[config.mk]
export PLATFORM = sky130hd
export DESIGN_NAME = tap_classifier
export DESIGN_NICKNAME = d
export VERILOG_FILES = /design/src/rtl/tap_pkg.sv /design/src/rtl/tap_mag_cmp.sv /design/src/rtl/tap_step_counter.sv /design/src/rtl/tap_classifier.sv
export SDC_FILE = /design/constraint.sdc
export NUM_CORES = 1
export LEC_CHECK = 0
export BUFFER_PORTS_ARGS = -buffer_cell sky130_fd_sc_hd__buf_2
export CAP_MARGIN = 20
export CORE_MARGIN = 2
export CORE_UTILIZATION = 53
export DETAILED_ROUTE_END_ITERATION = 12
export PLACE_DENSITY = 0.85
export REMOVE_ABC_BUFFERS = 1
export SETUP_SLACK_MARGIN = 0.05
export SLEW_MARGIN = 10
export SYNTH_ARGS = -nofsm -noshare
export SYNTH_HDL_FRONTEND = slang
export SYNTH_SLANG_ARGS = --single-unit
[constraint.sdc]
create_clock -name clk -period 5.8 [get_ports clk]
set_input_delay 1.16 -clock clk [delete_from_list [all_inputs] [get_ports clk]]
set_output_delay 1.16 -clock clk [all_outputs]
set_load 0.005 [all_outputs]
[src/rtl/tap_pkg.sv]
`timescale 1ns/1ps
package tap_pkg;
    typedef enum logic [2:0] {
        ST_IDLE,
        ST_FIRST,
        ST_LATENT,
        ST_WIN_LOW,
        ST_WIN_ARM,
        ST_SECOND,
        ST_OVER
    } tap_state_e;

    typedef enum logic [1:0] {
        CNT_HOLD,
        CNT_ONE,
        CNT_INC
    } cnt_op_e;
endpackage

[src/rtl/tap_mag_cmp.sv]
`timescale 1ns/1ps
module tap_mag_cmp #(
    parameter int SAMPLE_W = 16
) (
    input  logic signed [SAMPLE_W-1:0] sample,
    input  logic        [SAMPLE_W-1:0] thresh,
    output logic                       above
);
    logic [SAMPLE_W-1:0] mag;

    // two's complement absolute value, held unsigned so the most negative fits
    always_comb begin
        if (sample[SAMPLE_W-1]) mag = ~sample + 1'b1;
        else                    mag = sample;
        above = (mag > thresh);
    end

    always_comb begin
        AST_EQUAL_NOT_ABOVE: assert (!(mag == thresh) || !above);
    end
endmodule

[src/rtl/tap_step_counter.sv]
`timescale 1ns/1ps
module tap_step_counter #(
    parameter int CNT_W = 8
) (
    input  logic               clk,
    input  logic               rst,
    input  tap_pkg::cnt_op_e   op,
    input  logic [CNT_W-1:0]   limit,
    output logic               at_limit
);
    import tap_pkg::*;

    localparam logic [CNT_W-1:0] ONE = CNT_W'(1);

    logic [CNT_W-1:0] cnt_q;

    always_ff @(posedge clk) begin
        if (rst) begin
            cnt_q <= '0;
        end else begin
            unique case (op)
                CNT_ONE:  cnt_q <= ONE;
                CNT_INC:  cnt_q <= cnt_q + ONE;
                default:  cnt_q <= cnt_q;
            endcase
        end
    end

    assign at_limit = (cnt_q == limit);

    AST_NO_WRAP: assert property (@(posedge clk) disable iff (rst)
        (op == CNT_INC) |-> (cnt_q != '1));
endmodule

[src/rtl/tap_classifier.sv]
`timescale 1ns/1ps
module tap_classifier #(
    parameter int SAMPLE_W = 16,
    parameter int CNT_W    = 8
) (
    input  logic                       clk,
    input  logic                       rst,
    input  logic                       sample_vld,
    input  logic signed [SAMPLE_W-1:0] sample,
    input  logic        [SAMPLE_W-1:0] thresh,
    input  logic        [CNT_W-1:0]    dur_max,
    input  logic        [CNT_W-1:0]    latency,
    input  logic        [CNT_W-1:0]    window,
    input  logic                       single_en,
    input  logic                       double_en,
    output logic                       single_tap,
    output logic                       double_tap,
    output logic                       busy
);
    import tap_pkg::*;

    tap_state_e       state_q, state_d;
    cnt_op_e          cnt_op;
    logic [CNT_W-1:0] cnt_limit;
    logic             at_limit;
    logic             above;
    logic             dbl_live;
    logic             tap_live;
    logic             fire_s, fire_d;

    tap_mag_cmp #(.SAMPLE_W(SAMPLE_W)) u_mag (
        .sample (sample),
        .thresh (thresh),
        .above  (above)
    );

    tap_step_counter #(.CNT_W(CNT_W)) u_cnt (
        .clk      (clk),
        .rst      (rst),
        .op       (cnt_op),
        .limit    (cnt_limit),
        .at_limit (at_limit)
    );

    // double taps need a non-empty latency and window; any tap needs a threshold and length
    assign dbl_live = double_en && (latency != '0) && (window != '0);
    assign tap_live = (thresh != '0) && (dur_max != '0) && (single_en || dbl_live);

    // the single counter serves whichever phase is active
    always_comb begin
        unique case (state_q)
            ST_LATENT:              cnt_limit = latency;
            ST_WIN_LOW, ST_WIN_ARM: cnt_limit = window;
            default:                cnt_limit = dur_max;
        endcase
    end

    // next state, counter command and report requests
    always_comb begin
        state_d = state_q;
        cnt_op  = CNT_HOLD;
        fire_s  = 1'b0;
        fire_d  = 1'b0;
        if (sample_vld) begin
            unique case (state_q)
                ST_IDLE: begin
                    if (tap_live && above) begin
                        state_d = ST_FIRST;
                        cnt_op  = CNT_ONE;
                    end
                end
                ST_FIRST: begin
                    if (!above) begin
                        if (dbl_live) begin
                            state_d = ST_LATENT;
                            cnt_op  = CNT_ONE;
                        end else begin
                            fire_s  = single_en;
                            state_d = ST_IDLE;
                        end
                    end else if (at_limit) begin
                        state_d = ST_OVER;
                    end else begin
                        cnt_op = CNT_INC;
                    end
                end
                ST_LATENT: begin
                    if (at_limit) begin
                        state_d = above ? ST_WIN_LOW : ST_WIN_ARM;
                        cnt_op  = CNT_ONE;
                    end else begin
                        cnt_op = CNT_INC;
                    end
                end
                ST_WIN_LOW: begin
                    if (at_limit) begin
                        fire_s  = single_en;
                        state_d = ST_IDLE;
                    end else begin
                        cnt_op = CNT_INC;
                        if (!above) state_d = ST_WIN_ARM;
                    end
                end
                ST_WIN_ARM: begin
                    if (above) begin
                        state_d = ST_SECOND;
                        cnt_op  = CNT_ONE;
                    end else if (at_limit) begin
                        fire_s  = single_en;
                        state_d = ST_IDLE;
                    end else begin
                        cnt_op = CNT_INC;
                    end
                end
                ST_SECOND: begin
                    if (!above) begin
                        fire_d  = 1'b1;
                        fire_s  = single_en;
                        state_d = ST_IDLE;
                    end else if (at_limit) begin
                        fire_s  = single_en;
                        state_d = ST_OVER;
                    end else begin
                        cnt_op = CNT_INC;
                    end
                end
                ST_OVER: begin
                    if (!above) state_d = ST_IDLE;
                end
                default: state_d = ST_IDLE;
            endcase
        end
    end

    // state register
    always_ff @(posedge clk) begin
        if (rst) state_q <= ST_IDLE;
        else     state_q <= state_d;
    end

    // registered outputs
    always_ff @(posedge clk) begin
        if (rst) begin
            single_tap <= 1'b0;
            double_tap <= 1'b0;
            busy       <= 1'b0;
        end else begin
            single_tap <= fire_s;
            double_tap <= fire_d;
            busy       <= (state_d != ST_IDLE);
        end
    end

    AST_RESET_QUIET: assert property (@(posedge clk)
        rst |=> (!busy && !single_tap && !double_tap));
    AST_PULSE_NEEDS_STROBE: assert property (@(posedge clk) disable iff (rst)
        (single_tap || double_tap) |-> $past(sample_vld));
    AST_SINGLE_ONE_CYCLE: assert property (@(posedge clk) disable iff (rst)
        single_tap |=> !single_tap);
    AST_DOUBLE_ONE_CYCLE: assert property (@(posedge clk) disable iff (rst)
        double_tap |=> !double_tap);
    AST_HOLD_WITHOUT_STROBE: assert property (@(posedge clk) disable iff (rst)
        !sample_vld |=> $stable(state_q));
    AST_DOUBLE_ENDS_IDLE: assert property (@(posedge clk) disable iff (rst)
        double_tap |-> !busy);
    AST_SINGLE_WITH_DOUBLE: assert property (@(posedge clk) disable iff (rst)
        (double_tap && $past(single_en)) |-> single_tap);
    AST_DOUBLE_NEEDS_EN: assert property (@(posedge clk) disable iff (rst)
        double_tap |-> $past(double_en));
endmodule

# After elaboration in Yosys (flattened, before gate mapping)

Index checks and enable logic that the tools add are counted.
Widths: inputs -> output; s select.

$add $sub $neg: 2
$lt $le $gt $ge: 1
Eq/ne operators: 9
Muxes and demuxes: 33
Bitwise gates (word level): 3
Reduce and logical (&&, ||, !) cells: 16

Operators by type and width:

| kind                  | count |
|---|---|
| $mux 3                | 12 |
| $pmux 8 s2            | 2 |
| $reduce_bool 8->1     | 3 |
| $pmux 3 s7            | 1 |
| $add 16x1->16 const B | 1 |
| $gt 16x16->1          | 1 |
| $mux 16               | 1 |
| $not 16->16           | 1 |
| $reduce_bool 16->1    | 1 |
| $mux 2                | 7 |
| $pmux 2 s6            | 1 |
| $eq 3x3->1 const B    | 3 |
| $add 8x1->8 const B   | 1 |
| $eq 8x8->1            | 1 |
| $mux 1                | 8 |
| $eq 3x2->1 const B    | 2 |
| $logic_and 1x1->1     | 5 |
| $pmux 1 s4            | 1 |
| $reduce_or 2->1       | 2 |
| $eq 3x1->1 const B    | 1 |
| $logic_not 3->1       | 1 |
| $reduce_bool 3->1     | 1 |
| $reduce_or 3->1       | 1 |
| $eq 2x1->1 const B    | 1 |
| other kinds (4)       | 5 |

Register bits after elaboration: 14
Bits of input ports: 61
Output and inout bits: 3
Logic and storage cells: 69

# Depth between registers and ports, before layout

Depth after elaboration: 11
Gate-level depth with buffers: 21
Gate-level depth less buffers: 21

# By module

A second synthesis with hierarchy kept.

Cells, all modules: 279
Area, all modules: 2067.0 um^2

Modules (own cells, without submodules):

| module           | times used | cells an instance | area an instance (um^2) | seq. area each (um^2) |
|---|---|---|---|---|
| tap_classifier   | 1          | 131               | 893.4                   | 120.1 |
| tap_mag_cmp      | 1          | 97                | 708.2                   | 0.0 |
| tap_step_counter | 1          | 51                | 465.4                   | 160.2 |

# Least setup slack after synthesis

No wires, ideal clock.

Path kind: input to register
From: input port sample[3]
To: register u_cnt.cnt_q[5]
Library setup time: 0.131 ns
Arrival: 4.591 ns
Required time: 5.669 ns
Setup slack: 1.077 ns
Stages: 20
Buffers on the path: 0
Cells stage by stage: nor3_1 > nand2b_1 > nor2_1 > nand2_1 > o31ai_1 > xnor2_1 > ha_1 > a21o_1 > nand3_1 > a21oi_1 > a2111oi_2 > a21oi_1 > a211oi_1 > nor3_1 > ha_1 > nor2b_1 > and3_1 > nand3_1 > xor2_1 > nor2_1

Word-level cells in the longest chain between the ends: 10
Elaborated cells between the ends (all ways): 15
Those cells by class: add/sub: 1; order compare: 1; eq/ne: 2; mux: 8; bitwise: 1; reduce/logical: 2

Ends and longest elaborated chain:

| what                                                   | RTL line               | source |
|---|---|---|
| from (decl)                                            | tap_classifier.sv:9    | `input logic signed [SAMPLE_W-1:0] sample,` |
| $not 16->16                                            | tap_mag_cmp.sv:13      | `if (sample[SAMPLE_W-1]) mag = ~sample + 1'b1;` |
| $add 16x1->16                                          | tap_mag_cmp.sv:13      |  |
| $mux 16 (*)                                            | tap_mag_cmp.sv:13      |  |
| $gt 16x16->1 (*)                                       | tap_mag_cmp.sv:15      | `above = (mag > thresh);` |
| $logic_and 1x1->1                                      | tap_classifier.sv:67   | `if (tap_live && above) begin` |
| $mux 1                                                 | tap_classifier.sv:67   |  |
| $pmux 2 s6 (*)                                         | tap_classifier.sv:65   | `unique case (state_q)` |
| $mux 2 (*)                                             | tap_classifier.sv:64   | `if (sample_vld) begin` |
| $eq 2x2->1 / $eq 2x1->1 (equally long branches)        | tap_step_counter.sv:21 | `unique case (op)` |
| $pmux 8 s2 / $reduce_bool 2->1 (equally long branches) | --                     |  |
| to (signal assigned)                                   | tap_step_counter.sv:23 | `CNT_INC: cnt_q <= cnt_q + ONE;` |
| to (signal assigned)                                   | tap_step_counter.sv:24 | `default: cnt_q <= cnt_q;` |
| to (decl)                                              | tap_step_counter.sv:15 | `logic [CNT_W-1:0] cnt_q;` |

Mark *: on every way between the ends. The rest lies on a longest branch, timed or not.
A chain may end at the register's enable or synchronous reset.

# Worst setup path in the final report

From: input port sample[3]
To: register u_cnt.cnt_q[7]

The elaborated chain is that of the path after synthesis.

==> out/qor.yml <==
run_status: "finished clean"
p_total_mw: 0.379
crit_arrival_ns: 5.33
clock_skew_ns: 0.00451
synth-simple-area-share_pct: 33.1
synth-compound-area-share_pct: 27.9
cts_buffers: 3
route.detailed.drc: 0
p_switching_mw: 0.136
grt_pass1_wl_mm: 9.62
cts_setup_buffers: 0
nNetsFinal: 437
cts_tree: "built"
synth.distinct_cells: 54
drt-pass1-iter-count: 4
die_h_um: 68.9
place_congestion: 0.914
netSwitchingFraction_pct: 35.8
syn_area_um2: 2230
synth-seq-cells: 14
vias: 2483
synth_top_family_by_area: "simple AND/OR/NAND/NOR gates"
grt_overflow: 0
core-area_um2: 4030
p_int_mw: 0.244
cts.sinks: 14
min_period_over_period_pct: 89.9
min_period_ns: 5.21
finalHoldWorstSlack_ns: 0.575
rsz0062_at_grt: "no"
report.final.slew_viol_count: 0
path_clk_slew_ns: 0.06
drt_iter0_markers: 158
layout_common_cells: "63 x buf_2, 21 x nor2b_1, 19 x ha_1"
synthArstFlopShare_pct: 0
tightest_slew_ns: 0.683
grt_pass1_vias: 2264
io_buffers: 63
rows: 23
post_dp_cell_area_um2: 2540
grtUsageTotal_pct: 26.0
vias_per_cell: 6.12
cellPowerDensity_nw_per_um2: 146
post_synth_mux_area_share_pct: 0.896
cp-start-kind: "input pin"
clockBufferDepth: 2
antenna_left: 0
synth-edff-count: 0
power_frac_comb_pct: 47.7
final_core_util_pct: 64.3
maxSlewHeadroom_pct: 54.4
cap_violations: 0
hold_viol_final: 0
postSynthCellCount: 303
crit_type: "in2reg"
min_path_type: "reg2reg"
synth_fa_ha_area_share_pct: 10.6
cp_data_required_time_ns: 5.92
die_x_um: 68.9
antenna_found_initial: 0
fill_cells: 352
die-area_um2: 4750
cts_max_level: 1
area_delta_synth_final_pct: 16.1
syn_avg_cell_area_um2: 7.37
fmax_mhz: 192
fin_area_um2: 2590
ys.warnings.count: 0
synth_xor_area_share_pct: 7.45
clk_latency_ns: 0.24
hold_buffers: 0
cts_resized: 0
layout_commonest_cell: "buf_2"
dp_hpwl_mm: 4.66
finalWirelength_mm: 5.82
clk_root_buffer_cell: "clkbuf_8"
ios: 64
clkPwrFrac_pct: 24.4
finalSetupViolations: 0
p_leak_nw: 1.11
n_antenna_cell: 0
yosysSeqAreaShare_pct: 12.5
drive_above_1_share_pct: 21.6
grt_max_degree: 35
start_util_pct: 55.4
cp_max_fo: 9
pwr-share-seq_pct: 27.9
crit_path_end_kind: "flip-flop"
synthFlopType: "dfxtp_1"
wl_per_cell_um: 14.3
tns_ns: 0
peakVddDrop_mv: 0.108
[layer usage]
layer / share of wire [%] / vias up / GRT usage (%) / wire (µm)
met4: 1.6 / 0 / 5.64 / 94
met3: 6.4 / 10 / 4.71 / 370
li1: - / 1247 / - / -
met1: 44 / 1128 / 32.6 / 2540
met5: 0 / - / 0 / 0
met2: 48 / 98 / 46.2 / 2820
[metrics by stage]
| stage | std cells | setup WS [ns] |
|---|---|---|
| floorplan | 286 | 1.07 |
| global placement | 402 | 0.689 |
| detailed placement | 402 | 0.360 |
| CTS | 406 | 0.601 |
| global route | 406 | 0.186 |
| finish | 406 | 0.587 |
[critical path, stage by stage]
cell	delay, ns
buf_2	0.12
nor3_1	0.23
nand2b_1	0.11
nor2_1	0.26
nand3_1	0.18
nor4b_1	0.38
ha_1	0.34
nand4_1	0.15
a21oi_1	0.07
a2111oi_2	0.49
a21oi_1	0.33
a211oi_1	0.34
nor3_1	0.09
ha_1	0.34
nor2b_1	0.16
and3_1	0.23
nand3_1	0.12
xor2_1	0.18
nor2_1	0.06
[path summary, 6_finish.rpt]
path	endpoint	slack [ns]	depth (start not counted)	start
setup / recovery	u_cnt.cnt_q[7]$_SDFFE_PP0P_	0.59	19	sample[3]
hold / removal	u_cnt.cnt_q[7]$_SDFFE_PP0P_	0.57	2	u_cnt.cnt_q[7]$_SDFFE_PP0P_
setup reg to reg	u_cnt.cnt_q[7]$_SDFFE_PP0P_	1.68	15	state_q[1]$_SDFF_PP0_
hold reg to reg	u_cnt.cnt_q[7]$_SDFFE_PP0P_	0.57	2	u_cnt.cnt_q[7]$_SDFFE_PP0P_
[sequential cells by signal, summed over array words and instances, names as in the netlist]
register and cells:
busy 1, double_tap 1, single_tap 1, state_q 3
u_cnt.cnt_q 8
[power groups by stage]
stage               Sequential [mW]  Combinational [mW]  Clock (mW)
finish                        0.106               0.181      0.0927
global route                  0.107               0.204      0.0988
CTS                           0.106               0.180      0.0943
detailed placement            0.108               0.179           0
global placement              0.108               0.174           0
floorplan                     0.115               0.109           0
[cells in the mapped netlist (all sizes together), types with 10 or more instances]
cell type	number	share of area (%)
ha	19	11
nor4	11	3.1
dfxtp	14	13
o21ai	19	4.3
nand2	16	2.7
xnor2	14	5.5
nor3b	17	5.9
a21oi	18	4.0
nor2b	21	5.9
buf	13	3.6
nor3	11	2.5
nor2	14	2.4
and3	10	2.8
inv	19	3.2
[cells by family (layout without fill, tap and decap cells)]
group                      after synthesis  count (layout)
AOI/OAI and AO/OA                       85              85
xor gates and xnor gates                19              19
adders and majority gates               19              19
buffers and inverters                   36              89
DFF                                     14              14
muxes                                    2               2
and+or+nand+nor                        128             128
[cell type report]
| type | count | area, µm² | share of cell area [%] |
|---|---|---|---|
| multi-input cells | 253 | 1790 | 68.9 |
| clock buffers | 4 | 55.1 | 2.12 |
| inverters | 19 | 71.3 | 2.75 |
| repair buffers | 66 | 338 | 13.0 |
| flip-flops and latches | 14 | 280 | 10.8 |
| well taps | 50 | 62.6 | 2.41 |
Power figures use the tool's default switching activity.
